$ cat src/rtl/trk_fmt_pkg.sv
package trk_fmt_pkg;

    localparam int SZ_W  = 3;
    localparam int CNT_W = 7 + (2 ** SZ_W);

    typedef enum logic [4:0] {
        SG_IDLE,
        SG_PRE_GAP,
        SG_IX_SYNC,
        SG_IX_PFX,
        SG_IX_MARK,
        SG_POST_IX,
        SG_ID_SYNC,
        SG_ID_PFX,
        SG_ID_MARK,
        SG_ID_BODY,
        SG_ID_CRC,
        SG_ID_GAP,
        SG_DT_SYNC,
        SG_DT_PFX,
        SG_DT_MARK,
        SG_DT_BODY,
        SG_DT_CRC,
        SG_DT_GAP,
        SG_TAIL
    } seg_e;

    typedef struct packed {
        logic            mfm;
        logic            del;
        logic [7:0]      nsec;
        logic [SZ_W-1:0] size;
        logic [7:0]      gap3;
        logic [7:0]      fill;
        logic [7:0]      cyl;
        logic [7:0]      head;
        logic [7:0]      rec;
    } trk_cfg_t;

    function automatic logic [CNT_W-1:0] seg_len(seg_e s, logic mfm,
                                                 logic [SZ_W-1:0] size,
                                                 logic [7:0] gap3);
        logic [CNT_W-1:0] n;
        case (s)
            SG_PRE_GAP: n = mfm ? CNT_W'(80) : CNT_W'(40);
            SG_IX_SYNC,
            SG_ID_SYNC,
            SG_DT_SYNC: n = mfm ? CNT_W'(12) : CNT_W'(6);
            SG_IX_PFX,
            SG_ID_PFX,
            SG_DT_PFX:  n = CNT_W'(3);
            SG_POST_IX: n = mfm ? CNT_W'(50) : CNT_W'(26);
            SG_ID_BODY: n = CNT_W'(4);
            SG_ID_CRC,
            SG_DT_CRC:  n = CNT_W'(2);
            SG_ID_GAP:  n = mfm ? CNT_W'(22) : CNT_W'(11);
            SG_DT_BODY: n = CNT_W'(128) << size;
            SG_DT_GAP:  n = (gap3 == 8'd0) ? CNT_W'(256) : CNT_W'(gap3);
            default:    n = CNT_W'(1);
        endcase
        return n;
    endfunction

    function automatic logic [7:0] gap_byte(logic mfm);
        return mfm ? 8'h4E : 8'hFF;
    endfunction

    function automatic logic [15:0] crc_step(logic [15:0] crc, logic [7:0] d);
        logic [15:0] c;
        logic        fb;
        c = crc;
        for (int i = 7; i >= 0; i--) begin
            fb = c[15] ^ d[i];
            c  = {c[14:0], 1'b0};
            if (fb) c = c ^ 16'h1021;
        end
        return c;
    endfunction

endpackage

$ cat src/rtl/trk_fmt_ctrl.sv
module trk_fmt_ctrl
    import trk_fmt_pkg::*;
(
    input  logic             clk,
    input  logic             rst,
    input  logic             start,
    input  logic             stop,
    input  logic             xfer,
    input  trk_cfg_t         cfg_in,
    output seg_e             seg,
    output logic [CNT_W-1:0] cnt,
    output logic [7:0]       sec_idx,
    output trk_cfg_t         cfg
);

    logic [CNT_W-1:0] len;
    logic             seg_done;
    logic             last_sec;
    seg_e             nxt;

    assign len      = seg_len(seg, cfg.mfm, cfg.size, cfg.gap3);
    assign seg_done = (cnt == len - CNT_W'(1));
    assign last_sec = ((sec_idx + 8'd1) == cfg.nsec);

    always_comb begin
        case (seg)
            SG_PRE_GAP: nxt = SG_IX_SYNC;
            SG_IX_SYNC: nxt = cfg.mfm ? SG_IX_PFX : SG_IX_MARK;
            SG_IX_PFX:  nxt = SG_IX_MARK;
            SG_IX_MARK: nxt = SG_POST_IX;
            SG_POST_IX: nxt = (cfg.nsec == 8'd0) ? SG_TAIL : SG_ID_SYNC;
            SG_ID_SYNC: nxt = cfg.mfm ? SG_ID_PFX : SG_ID_MARK;
            SG_ID_PFX:  nxt = SG_ID_MARK;
            SG_ID_MARK: nxt = SG_ID_BODY;
            SG_ID_BODY: nxt = SG_ID_CRC;
            SG_ID_CRC:  nxt = SG_ID_GAP;
            SG_ID_GAP:  nxt = SG_DT_SYNC;
            SG_DT_SYNC: nxt = cfg.mfm ? SG_DT_PFX : SG_DT_MARK;
            SG_DT_PFX:  nxt = SG_DT_MARK;
            SG_DT_MARK: nxt = SG_DT_BODY;
            SG_DT_BODY: nxt = SG_DT_CRC;
            SG_DT_CRC:  nxt = SG_DT_GAP;
            SG_DT_GAP:  nxt = last_sec ? SG_TAIL : SG_ID_SYNC;
            default:    nxt = seg;
        endcase
    end

    always_ff @(posedge clk) begin
        if (rst) begin
            seg     <= SG_IDLE;
            cnt     <= '0;
            sec_idx <= '0;
            cfg     <= '0;
        end else if (seg == SG_IDLE) begin
            if (start) begin
                seg     <= SG_PRE_GAP;
                cnt     <= '0;
                sec_idx <= '0;
                cfg     <= cfg_in;
            end
        end else if (seg == SG_TAIL) begin
            if (start || stop) seg <= SG_IDLE;
        end else if (xfer) begin
            if (seg_done) begin
                seg <= nxt;
                cnt <= '0;
                if (seg == SG_DT_GAP) sec_idx <= sec_idx + 8'd1;
            end else begin
                cnt <= cnt + CNT_W'(1);
            end
        end
    end

endmodule

$ cat src/rtl/trk_fmt_crc.sv
module trk_fmt_crc
    import trk_fmt_pkg::*;
(
    input  logic        clk,
    input  logic        rst,
    input  logic        xfer,
    input  seg_e        seg,
    input  logic [7:0]  data,
    output logic [15:0] crc
);

    logic preset;
    logic absorb;

    assign preset = (seg == SG_ID_SYNC) || (seg == SG_DT_SYNC);
    assign absorb = (seg == SG_ID_PFX)  || (seg == SG_ID_MARK) ||
                    (seg == SG_ID_BODY) || (seg == SG_DT_PFX)  ||
                    (seg == SG_DT_MARK) || (seg == SG_DT_BODY);

    always_ff @(posedge clk) begin
        if (rst) begin
            crc <= 16'hFFFF;
        end else if (xfer) begin
            if (preset)      crc <= 16'hFFFF;
            else if (absorb) crc <= crc_step(crc, data);
        end
    end

endmodule

$ cat src/rtl/trk_fmt_emit.sv
module trk_fmt_emit
    import trk_fmt_pkg::*;
(
    input  seg_e             seg,
    input  logic [CNT_W-1:0] cnt,
    input  logic [7:0]       sec_idx,
    input  trk_cfg_t         cfg,
    input  logic [15:0]      crc,
    output logic [7:0]       byte_o,
    output logic             mark_o
);

    logic unused_emit;
    assign unused_emit = ^{cfg.nsec, cfg.gap3, cnt[CNT_W-1:2]};

    always_comb begin
        byte_o = 8'h00;
        mark_o = 1'b0;
        case (seg)
            SG_PRE_GAP, SG_POST_IX, SG_ID_GAP, SG_DT_GAP, SG_TAIL:
                byte_o = gap_byte(cfg.mfm);
            SG_IX_SYNC, SG_ID_SYNC, SG_DT_SYNC:
                byte_o = 8'h00;
            SG_IX_PFX: begin
                byte_o = 8'hC2;
                mark_o = 1'b1;
            end
            SG_ID_PFX, SG_DT_PFX: begin
                byte_o = 8'hA1;
                mark_o = 1'b1;
            end
            SG_IX_MARK: begin
                byte_o = 8'hFC;
                mark_o = !cfg.mfm;
            end
            SG_ID_MARK: begin
                byte_o = 8'hFE;
                mark_o = !cfg.mfm;
            end
            SG_DT_MARK: begin
                byte_o = cfg.del ? 8'hF8 : 8'hFB;
                mark_o = !cfg.mfm;
            end
            SG_ID_BODY: begin
                case (cnt[1:0])
                    2'd0:    byte_o = cfg.cyl;
                    2'd1:    byte_o = cfg.head;
                    2'd2:    byte_o = cfg.rec + sec_idx;
                    default: byte_o = 8'(cfg.size);
                endcase
            end
            SG_ID_CRC, SG_DT_CRC:
                byte_o = cnt[0] ? crc[7:0] : crc[15:8];
            SG_DT_BODY:
                byte_o = cfg.fill;
            default: begin
                byte_o = 8'h00;
                mark_o = 1'b0;
            end
        endcase
    end

endmodule

$ cat src/rtl/trk_fmt_seq.sv
module trk_fmt_seq
    import trk_fmt_pkg::*;
(
    input  logic            clk,
    input  logic            rst,
    input  logic            start,
    input  logic            stop,
    input  logic            mfm_sel,
    input  logic            del_data,
    input  logic [7:0]      sec_total,
    input  logic [SZ_W-1:0] size_code,
    input  logic [7:0]      gap3_len,
    input  logic [7:0]      fill_byte,
    input  logic [7:0]      id_cyl,
    input  logic [7:0]      id_head,
    input  logic [7:0]      id_rec,
    output logic [7:0]      out_data,
    output logic            out_valid,
    input  logic            out_ready,
    output logic            out_mark,
    output logic            busy
);

    trk_cfg_t         cfg_in;
    trk_cfg_t         cfg;
    seg_e             seg;
    logic [CNT_W-1:0] cnt;
    logic [7:0]       sec_idx;
    logic [15:0]      crc;
    logic             xfer;

    assign cfg_in = '{mfm:  mfm_sel,   del:  del_data,  nsec: sec_total,
                      size: size_code, gap3: gap3_len,  fill: fill_byte,
                      cyl:  id_cyl,    head: id_head,   rec:  id_rec};

    assign busy      = (seg != SG_IDLE);
    assign out_valid = busy;
    assign xfer      = out_valid && out_ready;

    trk_fmt_ctrl u_ctrl (
        .clk     (clk),
        .rst     (rst),
        .start   (start),
        .stop    (stop),
        .xfer    (xfer),
        .cfg_in  (cfg_in),
        .seg     (seg),
        .cnt     (cnt),
        .sec_idx (sec_idx),
        .cfg     (cfg)
    );

    trk_fmt_crc u_crc (
        .clk  (clk),
        .rst  (rst),
        .xfer (xfer),
        .seg  (seg),
        .data (out_data),
        .crc  (crc)
    );

    trk_fmt_emit u_emit (
        .seg     (seg),
        .cnt     (cnt),
        .sec_idx (sec_idx),
        .cfg     (cfg),
        .crc     (crc),
        .byte_o  (out_data),
        .mark_o  (out_mark)
    );

endmodule

$ cat config.mk
export PLATFORM = sky130hd
export DESIGN_NAME = trk_fmt_seq
export DESIGN_NICKNAME = d
export VERILOG_FILES = /design/src/rtl/trk_fmt_pkg.sv /design/src/rtl/trk_fmt_ctrl.sv /design/src/rtl/trk_fmt_crc.sv /design/src/rtl/trk_fmt_emit.sv /design/src/rtl/trk_fmt_seq.sv
export SDC_FILE = /design/constraint.sdc
export NUM_CORES = 1
export LEC_CHECK = 0
export BUFFER_PORTS_ARGS = -buffer_cell sky130_fd_sc_hd__buf_2
export CAP_MARGIN = 10
export CORE_ASPECT_RATIO = 1.2
export CORE_MARGIN = 10
export CORE_UTILIZATION = 45
export CTS_BUF_LIST = sky130_fd_sc_hd__clkbuf_4 sky130_fd_sc_hd__clkbuf_8
export DETAILED_ROUTE_END_ITERATION = 7
export GPL_TIMING_DRIVEN = 0
export PLACE_DENSITY = 0.64
export SETUP_SLACK_MARGIN = 0.02
export SLEW_MARGIN = 10
export SYNTH_ARGS = -nofsm -noshare
export SYNTH_HDL_FRONTEND = slang
export SYNTH_HIERARCHICAL = 1
export SYNTH_SLANG_ARGS = --single-unit
$ cat constraint.sdc
create_clock -name clk -period 11.8 [get_ports clk]
set_input_delay 0.59 -clock clk [delete_from_list [all_inputs] [get_ports clk]]
set_output_delay 0.59 -clock clk [all_outputs]
set_load 0.005 [all_outputs]
======== Word-level counts from Yosys, hierarchy flattened ========
Cells that the tools add are included.
Widths: inputs -> output; s select.
cells by class
  multiplexer cells ....................... 73
  $add $sub $neg .......................... 4
  equality and inequality tests ........... 25
  bitwise logic cells ..................... 16
  reductions and logical operators ........ 32
  shift-type cells ........................ 1
operators with widths
  cell                   number
  $mux 16                30
  $pmux 15 s9            1
  $mux 13                8
  $pmux 5 s17            1
  $mux 15                5
  $pmux 8 s9             1
  $mux 8                 8
  $mux 5                 9
  $eq 5x4->1 const B     8
  $not 3->3              8
  $pmux 8 s3             1
  $eq 5x3->1 const B     4
  $reduce_bool 19->1     1
  $logic_not 8->1        2
  $add 15x1->15 const B  1
  $eq 15x15->1           1
  $eq 5x5->1 const B     3
  $shl 8x3->15 const A   1
  $sub 15x1->15 const B  1
  $eq 5x2->1 const B     2
  $reduce_and 5->1       2
  $mux 9                 1
  $reduce_or 3->1        3
  $add 8x1->8 const B    1
  27 further kinds       48
storage, ports and cells
  bits in registers ....................... 97
  logic and storage cells ................. 164
  output and inout bits ................... 11

======== Longest topological paths before layout ========
  word-level depth ........................ 50
  depth in mapped cells ................... 16
  mapped depth without buffers ............ 13

======== Hierarchy ========
Netlist, hierarchy kept.
modules (own cells, without submodules)
  module        times used  cells each  area an instance (µm²)
  trk_fmt_ctrl  1           623         4812.1
  trk_fmt_emit  1           145         1064.8
  trk_fmt_crc   1           84          879.6
  trk_fmt_seq   1           5           32.5

======== Least setup slack after synthesis ========
OpenSTA, ideal clock, no wires.
  kind .................................... flip-flop to flip-flop
  start point ............................. register u_ctrl.seg[3]
  end point ............................... register u_ctrl.sec_idx[2]
  slack ................................... 7.511 ns
  data required time ...................... 11.709 ns
  cell stages (with the launch flop) ...... 14
  setup time .............................. 0.091 ns
  period minus slack after synthesis ...... 4.289 ns
  data arrival time ....................... 4.198 ns
  path through ............................ dfxtp_1 > inv_1 > a211o_1 > a2111oi_4 > ha_1 > inv_1 > a211o_1 > or4_4 > o311ai_2 > o311a_2 > nand4b_4 > nor4_4 > a31oi_1 > a311oi_1
on the way
  longest elaborated chain between the ends .. 7
  elaborated cells between the ends (all ways) .. 31
  classes of those cells .................. add/sub: 1; eq/ne: 18; mux: 2; reduce/logical: 10
RTL lines
  what                                                      line                RTL
  start, declared                                           trk_fmt_ctrl.sv:10  output seg_e seg,
  start signal, assigned                                    trk_fmt_ctrl.sv:65  seg <= nxt;
  $eq 5x2->1 (tied with other cells)                        trk_fmt_pkg.sv:44   case (s)
  $reduce_or 3->1 (no source line) (tied with other cells)  n/a
  $pmux 15 s9                                               trk_fmt_pkg.sv:44
  $sub 15x1->15                                             trk_fmt_ctrl.sv:22  assign seg_done = (cnt == len - CNT_W'(1));
  $eq 15x15->1                                              trk_fmt_ctrl.sv:22
  $reduce_bool 2->1 (no source line)                        n/a
  $reduce_and 5->1 (no source line)                         n/a
  end signal, assigned                                      trk_fmt_ctrl.sv:67  if (seg == SG_DT_GAP) sec_idx <= sec_idx + 8'd1;
  end, declared                                             trk_fmt_ctrl.sv:12  output logic [7:0] sec_idx,
Several ways; a longest one is shown, not always the timed one.
A chain may end at the register's enable or synchronous reset.

======== Worst setup path in the final report ========
  start point ............................. register u_ctrl.seg[3]
  end point ............................... register u_ctrl.sec_idx[5]
The elaborated chain is that of the path after synthesis.

==> results.yml <==
yosys:
  ys.flop_type: "dfxtp_1"
  synthAdderAreaFrac_pct: 2.14
  synth_compound_area_share_pct: 23.2
  synth_seq_area_share_pct: 28.6
  synth_fp_nets: 926
  synth_area_um2: 6790
  avgSynthCellArea_um2: 7.92
  ys_async_sr_fraction_pct: 0
  synth_top_family_by_area: "simple AND/OR/NAND/NOR gates"
  synth-edff-count: 0
  ys_seq_elements: 97
  syn_inst: 857
  synthSimpleGateAreaFrac_pct: 28.5
  synth.distinct_cells: 98
  yosysWarnings: 6
  synth.area.mux_share_pct: 3.13
  synthXorXnorAreaFrac_pct: 9.03
critical_path:
  r2r_start: "u_ctrl/seg[3]"
  r2r-end: "u_ctrl/sec_idx[5]"
  timing_worst_setup_path_type: "reg -> reg"
  r2r_setup_slack_ns: 6.58
  cp-start-kind: "register"
  required_ns: 12.11
  path_cells: "inv_1, a211o_1, a2111oi_4, ha_1, inv_1, a211o_1, nor4_2, a211oi_1, a31oi_1, nand4b_4, nor4_4, a31oi_1, a311oi_1"
  cpMaxStageDelayCell: "dfxtp_1"
  cp.arrival_ns: 5.53
  slowest_delay_ns: 0.83
  ff2ff_path_depth: 13
  critPathMaxFanout: 18
  end_kind: "register"
place:
  gp_congestion: 0.933
  detailed_place_hpwl_um: 15800
  dpl.cell_count: 1129
  portBuffers: 68
  pre_cts_slack_ns: 6.68
drt:
  ant_nets: 0
  routed_wl_um: 20500
  top_layer: "met4"
  wire_per_inst_um: 17.9
  post_drt_via_cell_ratio: 5.81
  firstDrtPassIters: 5
  drtIter0Drc: 575
  vias: 6653
  routedLengthMet1_um: 8960
  drc: 0
  routed-wl-met3_um: 1090
  dr_wl_met2_um: 9940
pwr:
  power.density_nw_per_um2: 205
  finalPower_w: 0.00155
  p_leak_nw: 2.77
  ir_drop_v: 0.0000745
global_routing:
  overflow: 0
  grt_pass1_vias: 6310
  grt_pass1_wl_um: 32800
  grt_max_degree: 20
  grt_usage_pct: 19.5
  antenna_found_initial: 0
sta:
  fin_ws_ns: 6.58
  finalSetupTns_ns: 0
  fin_crit_ns: 5.22
  setup_viol: 0
  finalCritPeriodShare_pct: 44.2
  grt_setup_unrepaired: "false"
  timing.fmax_mhz: 192
  maxSlewHeadroom_pct: 41.9
  slew_viol_final: 0
  hold_violations: 0
  worst_slew_pin_slew_ns: 0.864
  clock_skew_ns: 0.0122
hold_path:
  holdPathStages: 3
  hold_end: "u_ctrl/cfg[19]"
  hp-start: "id_cyl[3]"
  holdCritPathClass: "in -> reg"
cts:
  cts_setup_buffers: 0
  cts_resized: 0
  root_buffer: "clkbuf_8"
  cts_sinks: 97
  cts_inserted_buffers: 9
  htree_levels: 3
  max-clock-path-buffers: 2
  tritoncts: "done"
  insertion_delay_ns: 0.40
  cts_hold_buf: 0
  path_clk_slew_ns: 0.11
cells_and_area:
  final_common_cell: "nand2_1"
  final_net_count: 1005
  layout-drive-gt1-share_pct: 16.8
  antennaDiodeCount: 0
  area_growth_pct: 11.6
  final_cells: 1145
  final_cell_mix: "nand2_1 (145), dfxtp_1 (97), a21oi_1 (88), buf_2 (80), nor3_1 (43)"
flow_run:
  cap_viol_max_count: 0
floorplan:
  die_area_um2: 20400
  fp-row-count: 49
  fp.coreArea_um2: 14900
  die_h_um: 155
  chipWidth_um: 132
  initial_core_util_pct: 45.6
  ios: 69
run_status:
  status: "complete, no violations"
==> how the worst max path moves through the flow <==
stage                        from           endpoint  cells past startpoint  slack (ns)
floorplan           u_ctrl/seg[3]  u_ctrl/sec_idx[2]                     13        7.51
global placement    u_ctrl/seg[3]  u_ctrl/sec_idx[5]                     13        6.71
detailed placement  u_ctrl/seg[3]  u_ctrl/sec_idx[5]                     13        6.68
CTS                 u_ctrl/seg[3]  u_ctrl/sec_idx[2]                     13        6.66
global route        u_ctrl/seg[3]  u_ctrl/sec_idx[4]                     13        6.26
finish              u_ctrl/seg[3]  u_ctrl/sec_idx[5]                     13        6.58
==> cell families (layout without fill, tap and decap cells) <==
logic type / Yosys count / in the layout
xor gates and xnor gates: 64 / 64
buffers and inverters: 77 / 161
AOI/OAI and AO/OA: 225 / 225
adders and majority gates: 11 / 11
muxes: 17 / 17
DFF: 97 / 97
and+or+nand+nor: 366 / 366
==> through the flow <==
| step | hold WS [ns] | cell area [um^2] | util, % |
|---|---|---|---|
| after floorplan | 0.431 | 6790 | - |
| after global placement | 0.446 | 7380 | 49.6 |
| after detailed placement | 0.448 | 7380 | 49.6 |
| after CTS | 0.397 | 7580 | 50.9 |
| after global routing | 0.409 | 7580 | 50.9 |
| final | 0.419 | 7580 | 50.9 |
==> area by class of cell <==
| type | count | area, um^2 |
|---|---|---|
| plain buffers | 56 | 285 |
| clock buffers | 9 | 124 |
| clock inverters | 7 | 70.1 |
| fillers | 1496 | 7320 |
| inverters | 21 | 78.8 |
| multi-input cells | 683 | 4480 |
| flip-flops and latches | 97 | 1940 |
| well taps | 204 | 255 |
| repair buffers | 68 | 340 |
==> state kept, by name, summed over array words and instances, names as in the netlist <==
signal,cells
u_crc/crc,16
u_ctrl/seg,5
u_ctrl/sec_idx,8
u_ctrl/cfg,53
u_ctrl/cnt,15
==> power by group <==
| part | internal, W | switching (W) |
|---|---|---|
| Clock | 0.0000834 | 0.000140 |
| Combinational | 0.000359 | 0.000553 |
| Sequential | 0.000367 | 0.0000482 |
| Total | 0.000809 | 0.000741 |
==> Yosys cell counts, types with 8 or more instances <==
master / n / area share (%)
nor4_1: 8 / 0.74
nand3_1: 15 / 1.1
nand2b_1: 21 / 1.9
dfxtp_1: 97 / 29
ha_1: 10 / 1.8
nand2_1: 145 / 8.0
clkbuf_1: 30 / 1.7
o21ai_1: 8 / 0.59
buf_2: 12 / 0.88
a21oi_1: 88 / 6.5
inv_1: 17 / 0.94
xor2_1: 27 / 3.5
mux2i_1: 10 / 1.5
xnor2_1: 30 / 3.9
or3_1: 8 / 0.74
nor2b_1: 10 / 0.92
o22ai_1: 9 / 0.83
o21ai_0: 16 / 1.2
nand4_1: 8 / 0.74
buf_4: 8 / 0.88
o32ai_1: 11 / 1.4
nor2_1: 38 / 2.1
and3_1: 11 / 1.0
nor3_1: 43 / 3.2
==> critical path: cells and delay by family, from the launching register on <==
family	cells	cell delay, ns
AND/OR/NAND/NOR	3	1.35
flip-flops	1	0.83
buffers and inverters	2	0.38
adder cells (fa/ha/maj)	1	0.31
AO/OA/AOI/OAI	7	2.26
==> per-layer routing <==
layer	vias to the layer above	GRT usage (%)
met5	-	0
met4	0	7.16
met3	40	3.05
met2	222	33.0
met1	3129	24.5
li1	3262	-
Power figures use the tool's default switching activity.
